<file path="config.mk">
export PLATFORM = sky130hd
export DESIGN_NAME = dmac_top
export DESIGN_NICKNAME = d
export VERILOG_FILES = /design/src/rtl/dmac_pkg.sv /design/src/rtl/dmac_global.sv /design/src/rtl/dmac_chan_regs.sv /design/src/rtl/dmac_seq.sv /design/src/rtl/dmac_top.sv
export SDC_FILE = /design/constraint.sdc
export NUM_CORES = 1
export LEC_CHECK = 0
export ABC_CLOCK_PERIOD_IN_PS = 9200
export BUFFER_PORTS_ARGS = -buffer_cell sky130_fd_sc_hd__buf_2
export CAP_MARGIN = 25
export CORE_UTILIZATION = 50
export CTS_CLUSTER_SIZE = 30
export DETAILED_ROUTE_END_ITERATION = 10
export PLACE_DENSITY = 0.77
export SETUP_SLACK_MARGIN = 0.05
export SYNTH_ARGS = -nofsm -noshare
export SYNTH_HDL_FRONTEND = slang
export SYNTH_HIERARCHICAL = 1
export SYNTH_SLANG_ARGS = --single-unit
</file>
<file path="constraint.sdc">
create_clock -name clk -period 9.2 [get_ports clk]
set_clock_uncertainty 0.15 [all_clocks]
set_input_delay 1.38 -clock clk [delete_from_list [all_inputs] [get_ports clk]]
set_output_delay 1.38 -clock clk [all_outputs]
set_load 0.05 [all_outputs]
</file>
<file path="src/rtl/dmac_pkg.sv">
package dmac_pkg;
  localparam logic [6:0] RA_SRC = 7'h00;
  localparam logic [6:0] RA_DST = 7'h04;
  localparam logic [6:0] RA_CNT = 7'h08;
  localparam logic [6:0] RA_CTL = 7'h0C;
  localparam logic [6:0] RA_GLB = 7'h40;

  localparam int GB_EN   = 0;
  localparam int GB_NMI  = 1;
  localparam int GB_AERR = 2;

  // packed from bit 7 down to bit 0
  typedef struct packed {
    logic       auto_req;
    logic       dinc;
    logic       sinc;
    logic [1:0] sz_code;
    logic       ien;
    logic       ended;
    logic       run;
  } ctl_t;

  localparam logic [7:0] CTL_DEFAULT = 8'hF0;

  typedef enum logic [1:0] {SQ_IDLE, SQ_RD_REQ, SQ_RD_WAIT, SQ_WR_REQ} sq_state_t;

  function automatic logic [1:0] unit_log2(input logic [1:0] code, input int entries);
    return (int'(code) < entries) ? code : 2'd0;
  endfunction
endpackage

</file>
<file path="src/rtl/dmac_global.sv">
module dmac_global
  import dmac_pkg::*;
(
  input  logic       clk,
  input  logic       rst_n,
  input  logic       wr_en,
  input  logic [2:0] wbits,
  input  logic       nmi_in,
  input  logic       addr_err,
  output logic       dme,
  output logic       nmif,
  output logic       ae
);
  always_ff @(posedge clk or negedge rst_n) begin
    if (!rst_n) begin
      dme  <= 1'b0;
      nmif <= 1'b0;
      ae   <= 1'b0;
    end else begin
      if (wr_en) dme <= wbits[GB_EN];
      if (addr_err) ae <= 1'b1;
      else if (wr_en && !wbits[GB_AERR]) ae <= 1'b0;
      if (nmi_in) nmif <= 1'b1;
      else if (wr_en && !wbits[GB_NMI]) nmif <= 1'b0;
    end
  end

  p_ae_sticky_r8: assert property (@(posedge clk) disable iff (!rst_n)
    (ae && !(wr_en && !wbits[GB_AERR])) |=> ae);
  p_nmi_sets_r9: assert property (@(posedge clk) disable iff (!rst_n)
    nmi_in |=> nmif);
endmodule

</file>
<file path="src/rtl/dmac_chan_regs.sv">
module dmac_chan_regs
  import dmac_pkg::*;
#(
  parameter int ADDR_W     = 32,
  parameter int CNT_W      = 24,
  parameter int SZ_ENTRIES = 3
) (
  input  logic              clk,
  input  logic              rst_n,
  input  logic              wr_en,
  input  logic [6:0]        wr_addr,
  input  logic [31:0]       wdata,
  input  logic              step,
  input  logic              seq_idle,
  input  logic              run_ok,
  output logic [ADDR_W-1:0] sar,
  output logic [ADDR_W-1:0] dar,
  output logic [CNT_W-1:0]  cnt,
  output ctl_t              ctl,
  output logic [1:0]        log2sz,
  output logic              busy
);
  logic              lock;
  ctl_t              wctl;
  logic [ADDR_W-1:0] unit_bytes;

  assign busy       = ctl.run & ~ctl.ended;
  assign lock       = busy | ~seq_idle;
  assign wctl       = ctl_t'(wdata[7:0]);
  assign log2sz     = unit_log2(ctl.sz_code, SZ_ENTRIES);
  assign unit_bytes = ADDR_W'(1) << log2sz;

  always_ff @(posedge clk or negedge rst_n) begin
    if (!rst_n) begin
      sar <= '0;
      dar <= '0;
      cnt <= '0;
      ctl <= ctl_t'(CTL_DEFAULT);
    end else begin
      if (step) begin
        if (ctl.sinc) sar <= sar + unit_bytes;
        if (ctl.dinc) dar <= dar + unit_bytes;
        cnt <= cnt - CNT_W'(1);
        if (cnt == CNT_W'(1) && ctl.run) ctl.ended <= 1'b1;
      end
      if (busy && run_ok && seq_idle && cnt == '0) ctl.ended <= 1'b1;
      if (wr_en && !lock) begin
        case (wr_addr)
          RA_SRC: sar <= wdata[ADDR_W-1:0];
          RA_DST: dar <= wdata[ADDR_W-1:0];
          RA_CNT: cnt <= wdata[CNT_W-1:0];
          RA_CTL: begin
            ctl       <= wctl;
            ctl.ended <= ctl.ended & wctl.ended;
          end
          default: ;
        endcase
      end
      if (wr_en && lock && wr_addr == RA_CTL && !wctl.run) begin
        ctl.run   <= 1'b0;
        ctl.ended <= 1'b0;
        ctl.ien   <= 1'b0;
      end
    end
  end

  p_te_at_zero_r6: assert property (@(posedge clk) disable iff (!rst_n)
    $rose(ctl.ended) |-> cnt == '0);
  p_count_step_r10: assert property (@(posedge clk) disable iff (!rst_n)
    step |=> cnt == $past(cnt) - CNT_W'(1));
  p_refuse_r5: assert property (@(posedge clk) disable iff (!rst_n)
    (wr_en && busy && wr_addr == RA_CTL && wctl.run) |=>
      ($stable(ctl.sz_code) && $stable(ctl.sinc) && $stable(ctl.dinc)));
endmodule

</file>
<file path="src/rtl/dmac_seq.sv">
module dmac_seq
  import dmac_pkg::*;
#(
  parameter int ADDR_W = 32,
  parameter int DATA_W = 32
) (
  input  logic              clk,
  input  logic              rst_n,
  input  logic              go,
  input  logic              cnt_nz,
  input  logic [ADDR_W-1:0] sar,
  input  logic [ADDR_W-1:0] dar,
  input  logic [1:0]        log2sz,
  output logic              step,
  output logic              addr_err,
  output logic              idle,
  output logic              m_valid,
  input  logic              m_ready,
  output logic              m_write,
  output logic [ADDR_W-1:0] m_addr,
  output logic [DATA_W-1:0] m_wdata,
  input  logic              m_rvalid,
  input  logic [DATA_W-1:0] m_rdata
);
  sq_state_t         state;
  logic [DATA_W-1:0] data_q;
  logic [1:0]        low_mask;
  logic              misalign;

  always_comb begin
    case (log2sz)
      2'd1:    low_mask = 2'b01;
      2'd2:    low_mask = 2'b11;
      default: low_mask = 2'b00;
    endcase
  end

  assign misalign = |((sar[1:0] | dar[1:0]) & low_mask);
  assign idle     = (state == SQ_IDLE);
  assign addr_err = idle && go && cnt_nz && misalign;
  assign m_valid  = (state == SQ_RD_REQ) || (state == SQ_WR_REQ);
  assign m_write  = (state == SQ_WR_REQ);
  assign m_addr   = m_write ? dar : sar;
  assign m_wdata  = data_q;
  assign step     = (state == SQ_WR_REQ) && m_ready;

  always_ff @(posedge clk or negedge rst_n) begin
    if (!rst_n) begin
      state  <= SQ_IDLE;
      data_q <= '0;
    end else begin
      case (state)
        SQ_IDLE:    if (go && cnt_nz && !misalign) state <= SQ_RD_REQ;
        SQ_RD_REQ:  if (m_ready) state <= SQ_RD_WAIT;
        SQ_RD_WAIT: if (m_rvalid) begin
                      data_q <= m_rdata;
                      state  <= SQ_WR_REQ;
                    end
        SQ_WR_REQ:  if (m_ready) state <= SQ_IDLE;
        default:    state <= SQ_IDLE;
      endcase
    end
  end

  p_req_hold_r10: assert property (@(posedge clk) disable iff (!rst_n)
    (m_valid && !m_ready) |=> (m_valid && $stable(m_addr) && $stable(m_write) && $stable(m_wdata)));
endmodule

</file>
<file path="src/rtl/dmac_top.sv">
module dmac_top
  import dmac_pkg::*;
#(
  parameter int ADDR_W     = 32,
  parameter int DATA_W     = 32,
  parameter int CNT_W      = 24,
  parameter int SZ_ENTRIES = 3
) (
  input  logic              clk,
  input  logic              rst_n,
  input  logic              reg_we,
  input  logic [6:0]        reg_addr,
  input  logic [31:0]       reg_wdata,
  output logic [31:0]       reg_rdata,
  output logic              m_valid,
  input  logic              m_ready,
  output logic              m_write,
  output logic [ADDR_W-1:0] m_addr,
  output logic [1:0]        m_size,
  output logic [DATA_W-1:0] m_wdata,
  input  logic              m_rvalid,
  input  logic [DATA_W-1:0] m_rdata,
  output logic              irq,
  output logic              err_irq,
  input  logic              nmi_in
);
  logic [ADDR_W-1:0] sar, dar;
  logic [CNT_W-1:0]  cnt;
  ctl_t              ctl;
  logic [1:0]        log2sz;
  logic              busy, step, addr_err, seq_idle;
  logic              dme, nmif, ae, run_ok;

  assign run_ok  = dme & ~nmif & ~ae;
  assign irq     = ctl.ended & ctl.ien;
  assign err_irq = ae;
  assign m_size  = log2sz;

  dmac_global u_glb (
    .clk(clk), .rst_n(rst_n),
    .wr_en(reg_we && reg_addr == RA_GLB), .wbits(reg_wdata[2:0]),
    .nmi_in(nmi_in), .addr_err(addr_err),
    .dme(dme), .nmif(nmif), .ae(ae)
  );

  dmac_chan_regs #(.ADDR_W(ADDR_W), .CNT_W(CNT_W), .SZ_ENTRIES(SZ_ENTRIES)) u_regs (
    .clk(clk), .rst_n(rst_n),
    .wr_en(reg_we), .wr_addr(reg_addr), .wdata(reg_wdata),
    .step(step), .seq_idle(seq_idle), .run_ok(run_ok),
    .sar(sar), .dar(dar), .cnt(cnt), .ctl(ctl), .log2sz(log2sz), .busy(busy)
  );

  dmac_seq #(.ADDR_W(ADDR_W), .DATA_W(DATA_W)) u_seq (
    .clk(clk), .rst_n(rst_n),
    .go(busy && run_ok), .cnt_nz(cnt != '0),
    .sar(sar), .dar(dar), .log2sz(log2sz),
    .step(step), .addr_err(addr_err), .idle(seq_idle),
    .m_valid(m_valid), .m_ready(m_ready), .m_write(m_write),
    .m_addr(m_addr), .m_wdata(m_wdata), .m_rvalid(m_rvalid), .m_rdata(m_rdata)
  );

  always_comb begin
    reg_rdata = '0;
    case (reg_addr)
      RA_SRC:  reg_rdata = 32'(sar);
      RA_DST:  reg_rdata = 32'(dar);
      RA_CNT:  reg_rdata = 32'(cnt);
      RA_CTL:  reg_rdata = {24'h0, ctl};
      RA_GLB:  reg_rdata = {29'h0, ae, nmif, dme};
      default: reg_rdata = '0;
    endcase
  end

  p_stop_r7: assert property (@(posedge clk) disable iff (!rst_n)
    (!run_ok && seq_idle) |=> !m_valid);
endmodule

</file>
# ---- Word level (Yosys, flattened, before mapping)
# Cells that the tools add are included.
dict set report totals {
  out_inout_bits 102
  ff_bits 133
}
dict set report classes {
  n_mux 30
  shift 1
  addsub 3
  n_eq_ne 14
  n_bitwise 12
  reduce_logical 35
  n_lt_le_gt_ge 1
}
# operator n
set ops {}
lappend ops {{32-bit two-way mux} 9}
lappend ops {{32-bit case mux with 5 select lines} 1}
lappend ops {{24-bit two-way mux} 3}
lappend ops {{32-bit adder} 2}
lappend ops {{1-bit by 2-bit left shift with 32-bit output, first input constant} 1}
lappend ops {{24-bit by 1-bit == test with 1-bit output, second input constant} 1}
lappend ops {{24-bit zero test} 1}
lappend ops {{24-bit nonzero test} 1}
lappend ops {{24-bit by 1-bit subtractor with 24-bit output, second input constant} 1}
lappend ops {{1-bit logical AND} 16}
lappend ops {{7-bit by 4-bit == test with 1-bit output, second input constant} 2}
lappend ops {{2-bit two-way mux} 5}
lappend ops {{3-bit two-way mux} 3}
lappend ops {{2-bit case mux with 4 select lines} 1}
lappend ops {{2-bit nonzero test} 4}
lappend ops {{7-bit by 3-bit == test with 1-bit output, second input constant} 1}
lappend ops {{7-bit == test, second input constant} 1}
lappend ops {{7-bit zero test} 1}
lappend ops {{1-bit two-way mux} 7}
lappend ops {{2-bit == test, second input constant} 3}
lappend ops {{2-bit inequality test, second input constant} 3}
lappend ops {{2-bit AND reduction} 3}
lappend ops {{1-bit AND} 5}
lappend ops {{1-bit zero test} 5}
lappend ops {{12 further kinds} 16}

# ---- Depth between registers and ports, before layout
dict set report depth {
  ltp_word 10
  ltp_mapped 12
  mapped_depth_nobuf 10
}

# ---- By module
# The synthesis kept the hierarchy.
# mod cells_each seq_area_each_um2 area_each_um2 instances
set modules_own_cells {}
lappend modules_own_cells {dmac_chan_regs 639 2407.3 5666.7 1}
lappend modules_own_cells {dmac_seq 128 850.8 1781.7 1}
lappend modules_own_cells {dmac_top 101 0.0 819.5 1}
lappend modules_own_cells {dmac_global 8 75.1 117.6 1}

# ---- Worst setup path after synthesis
# No wires, ideal clock.
dict set report synth_timing {
  kind {input to output}
  start {input reg_addr[1]}
  end {output reg_rdata[18]}
  path_stages 5
  n_path_buf 2
  arrival_time_ps 3184
  setup_slack_ps 4486
  cell_sequence {or4_4 -> or2_1 -> buf_6 -> buf_6 -> o2bb2ai_1}
}
dict set report synth_between {
  elab_chain_len 2
  elab_cells_between_ends 6
  classes_between {eq/ne (4); mux (1); reduce/logical (1)}
}
# element line_no
set synth_rtl {}
lappend synth_rtl {{start, declared} dmac_top.sv:12} ;# input logic [6:0] reg_addr,
lappend synth_rtl {{7-bit == test (tied with other cells)} dmac_top.sv:64} ;# case (reg_addr)
lappend synth_rtl {{32-bit case mux with 5 select lines *} dmac_top.sv:64}
lappend synth_rtl {{end, declared} dmac_top.sv:14} ;# output logic [31:0] reg_rdata,
# Mark *: on every way between the ends. The rest lies on a longest branch, timed or not.

# ---- Worst setup path in the final report
dict set report layout_timing {
  start {input reg_addr[2]}
  end {output reg_rdata[29]}
}
# The elaborated chain is that of the path after synthesis.

==> impl_summary.log <==
[metrics] post-route fraction of the period consumed by the critical path: 55.7%
[metrics] Hold Path Cell Cnt: 1
[metrics] required arrival time at the worst endpoint: 7.67 ns
[metrics] IO Count: 179
[metrics] utilization of the core after routing: 62.4%
[metrics] share of synthesized area occupied by flip-flops and latches: 39.7%
[metrics] largest area contributor in the netlist: sky130_fd_sc_hd__dfrtp_1
[metrics] cell count after synthesis: 876
[metrics] maximum vdd ir drop: 0.218 mV
[metrics] arrival time reported for the critical path endpoint: 3.60 ns
[metrics] vias in the first global route: 7300
[metrics] number of clock sinks seen by CTS: 133
[metrics] Setup TNS: 0 ns
[metrics] leftover overflow at the end of global routing: 0
[metrics] Diodes inserted: 0
[metrics] number of distinct library cell variants in the gate-level netlist after synthesis: 68
[metrics] synthesized area divided by synthesized cell count: 9.57 um2
[metrics] final critical delay including setup and external delays: 5.13 ns
[metrics] Crit Path Max Fanout: 18
[metrics] wire length per cell after detailed routing: 20.0 um
[metrics] Num CTS Buffers: 17
[metrics] top-area cell type share of the netlist area: 38.5%
[metrics] FF-to-FF Start: u_seq/state[0]
[metrics] slack of the worst reg-to-reg path: 5.40 ns
[metrics] Port-buffer cells: 178
[metrics] worst hold path endpoint: u_seq/m_wdata[13]
[metrics] post-place setup slack: 4.09 ns
[metrics] residual antenna-violating net count after detailed routing: 0
[metrics] floorplan die height: 132 um
[metrics] Core ar.: 16100 um2
[metrics] reported leakage power: 4.40 nW
[metrics] cell count after placement: 1228
[metrics] number of standard-cell rows in the floorplan: 46
[metrics] Post-route DRC: 0
[metrics] Hold-fix buffers, CTS: 0
[metrics] library cell used as clock root buffer: sky130_fd_sc_hd__clkbuf_16
[metrics] TritonCTS clock tree: done
[metrics] length in cells of the worst reg-to-reg path: 8
[metrics] Total Nets Final: 1125
[metrics] final hold violation count: 0
[metrics] number of synthesized flops with an enable pin: 0
[metrics] post_cts resized: 0
[metrics] Max-slew headroom: 32.9%
[metrics] die footprint: 17300 um2
[metrics] All-Layer GR Usage: 29.5%
[metrics] DRC marker count from the first detailed-route iteration: 771
[metrics] clock insertion delay at the later pin of the skew report: 0.44 ns
[metrics] summed instance area of the synthesized netlist: 8390 um2
[metrics] Fmax achieved: 195 MHz
[metrics] startpoint of the worst hold path: u_seq/m_wdata[13]
[metrics] Top FF cell, synth: sky130_fd_sc_hd__dfrtp_1
[metrics] setup bufs post-CTS: 0
[metrics] Via-to-Cell Ratio: 6.05
[metrics] nets in the synthesized netlist: 969
[metrics] deepest clock path buffer count: 2
[metrics] leading post-synthesis cells by instance count: 129 x sky130_fd_sc_hd__dfrtp_1, 92 x sky130_fd_sc_hd__nand2_1, 75 x sky130_fd_sc_hd__mux2_2
[metrics] number of antenna violations at the first check in global routing: 1
[metrics] ratio of cells with drive above 1 in the final layout: 32.1%
[metrics] pin slew with the least headroom to its limit: 1.01 ns
[metrics] most used standard cell by instance count after synthesis: sky130_fd_sc_hd__dfrtp_1
[metrics] cell class contributing the biggest share of worst-path delay: simple AND/OR/NAND/NOR gates
[metrics] proportion of synthesized flip-flops having asynchronous set or reset: 100%
[metrics] category of the worst setup path capture point: primary output
[metrics] via count of the routed design: 7633
[metrics] most common cell type on the critical path: sky130_fd_sc_hd__buf_2
[metrics] wire length of the first global-routing pass: 40000 um
[metrics] starting utilization of the core area: 52.0%
[metrics] slack of the critical path: 4.07 ns
[metrics] met3 usage: 5.71%
[metrics] buffering stage count on the worst path with inverters included: 3
[metrics] HPWL reported at the end of detailed placement: 17600 um
[metrics] max-cap violations: 0
[metrics] routability cong.: 0.918
[metrics] number of optimization iterations in the first detailed-route pass: 5
[metrics] width of the die: 132 um
[metrics] met1 capacity usage during global routing: 39.7%
[metrics] Seq cells post-synth: 133
[metrics] count of yosys warnings during synthesis: 6
[metrics] Slew Viols, Final: 0
[metrics] start-to-end type of the worst setup path: input port to primary output
[metrics] capture instance of the worst register-to-register path: u_regs/cnt[21]
[metrics] result of the run: completed
[metrics] met2 demand-to-capacity share in global routing: 46.6%
[metrics] total power after layout: 2.42 mW
[metrics] largest cells by area after synthesis: sky130_fd_sc_hd__dfrtp_1 38%, sky130_fd_sc_hd__mux2_2 10%, sky130_fd_sc_hd__xnor2_1 6.5%
[metrics] number of setup violations in the final report: 0
[metrics] Slowest-stage cell, CP: sky130_fd_sc_hd__nor3b_2
[metrics] largest net degree at the start of global routing: 76
[metrics] category of the worst setup path launch point: input port
[metrics] class of the tightest hold or removal check: flip-flop to flip-flop
[metrics] H-tree lvl count: 4
[metrics] PD cells: 241 nW/um2
[metrics] number of standard cells in the final layout excluding fillers: 1261
[metrics] P&R area growth vs syn: 19.8%
[metrics] global route hottest layer: met2
[metrics] RSZ-0062 raised after global routing: no
[metrics] worst stage delay on the critical path: 0.65 ns
[metrics] cells along the critical path: buf_2 -> nor2b_2 -> buf_4 -> nor3b_2 -> a22o_1 -> buf_2
[metrics] clock-pin slew on the worst setup and hold paths: 0.06 ns
[metrics] total wire length after detailed routing: 25200 um
-- registers in the layout (all words and copies together), names as in the netlist --
register	cells
u_regs/dar	32
u_regs/cnt	24
u_regs/ctl	8
u_seq/m_wdata	32
u_regs/sar	32
u_glb/ae	1
u_seq/state	2
u_glb/dme	1
u_glb/nmif	1
-- routing by layer --
metal	wire [um]	vias to the layer above
met3	2150	69
met2	11800	412
met4	677	2
met1	10600	3686
met5	10	-
li1	-	3464
-- cells by family (layout without fill, tap and decap cells) --
logic type / count (synthesis) / in the layout / share of synthesized area [%]
AND/OR/NAND/NOR: 303 / 303 / 19.3
AO/OA/AOI/OAI: 178 / 178 / 13.7
flip-flops: 133 / 133 / 39.7
multiplexers: 88 / 88 / 11.7
XOR/XNOR: 87 / 87 / 9.09
buffers and inverters: 70 / 239 / 3.92
adder cells (fa/ha/maj): 17 / 17 / 2.51
-- through the flow --
| stage | area, um2 | hold WS (ns) |
|---|---|---|
| floorplan | 8390 | 0.322 |
| global placement | 9390 | 0.320 |
| detailed placement | 9410 | 0.331 |
| CTS | 10000 | 0.345 |
| global route | 10000 | 0.355 |
| finish | 10000 | 0.343 |
-- worst max path at each step --
| stage | start | end | cells after the start |
|---|---|---|---|
| detailed placement | reg_addr[2] | reg_rdata[26] | 6 |
| global route | reg_addr[2] | reg_rdata[26] | 6 |
| CTS | reg_addr[2] | reg_rdata[26] | 6 |
| global placement | reg_addr[2] | reg_rdata[25] | 6 |
| floorplan | reg_addr[1] | reg_rdata[18] | 5 |
| finish | reg_addr[2] | reg_rdata[29] | 6 |
-- layout by cell type, fill, tap and decap left out, drive strengths merged, types with 5 or more instances in the layout --
cell type / synthesis / routed
nor2: 60 / 60
or4: 8 / 8
inv: 15 / 26
mux2: 80 / 80
and2: 6 / 6
and3: 10 / 10
o2bb2ai: 21 / 21
nor4b: 5 / 5
nand3: 20 / 20
nand2: 92 / 92
buf: 20 / 192
mux2i: 8 / 8
nor3: 33 / 33
dfrtp: 129 / 129
o21ai: 59 / 59
a22o: 8 / 8
a21oi: 42 / 42
and4: 7 / 7
nor4: 23 / 23
or2: 7 / 7
clkbuf: 35 / 17
xor2: 25 / 25
nand4: 11 / 11
xnor2: 62 / 62
a22oi: 25 / 25
ha: 16 / 16
-- worst register-to-register path, delay by kind of cell (launching register included) --
kind | cells | cell delay, ns
flops | 1 | 0.42
xor+xnor | 1 | 0.16
simple gates | 5 | 2.00
compound gates | 1 | 0.06
fa+ha+maj | 1 | 0.88
-- power by group --
part / switching, mW / internal, mW / total [mW]
registers: 0.140 / 0.713 / 0.853
clock network: 0.302 / 0.413 / 0.715
logic: 0.563 / 0.286 / 0.850
total: 1.00 / 1.41 / 2.42
-- final cells by class --
cell class,instances,area [um2]
clock buffers,17,425
well taps,216,270
inverters,15,56.3
fillers,1326,6070
multi-input cells,673,4750
clock inverters,15,184
flip-flops and latches,133,3330
repair buffers,192,1030
No activity file was read; power rests on OpenSTA's default activity.
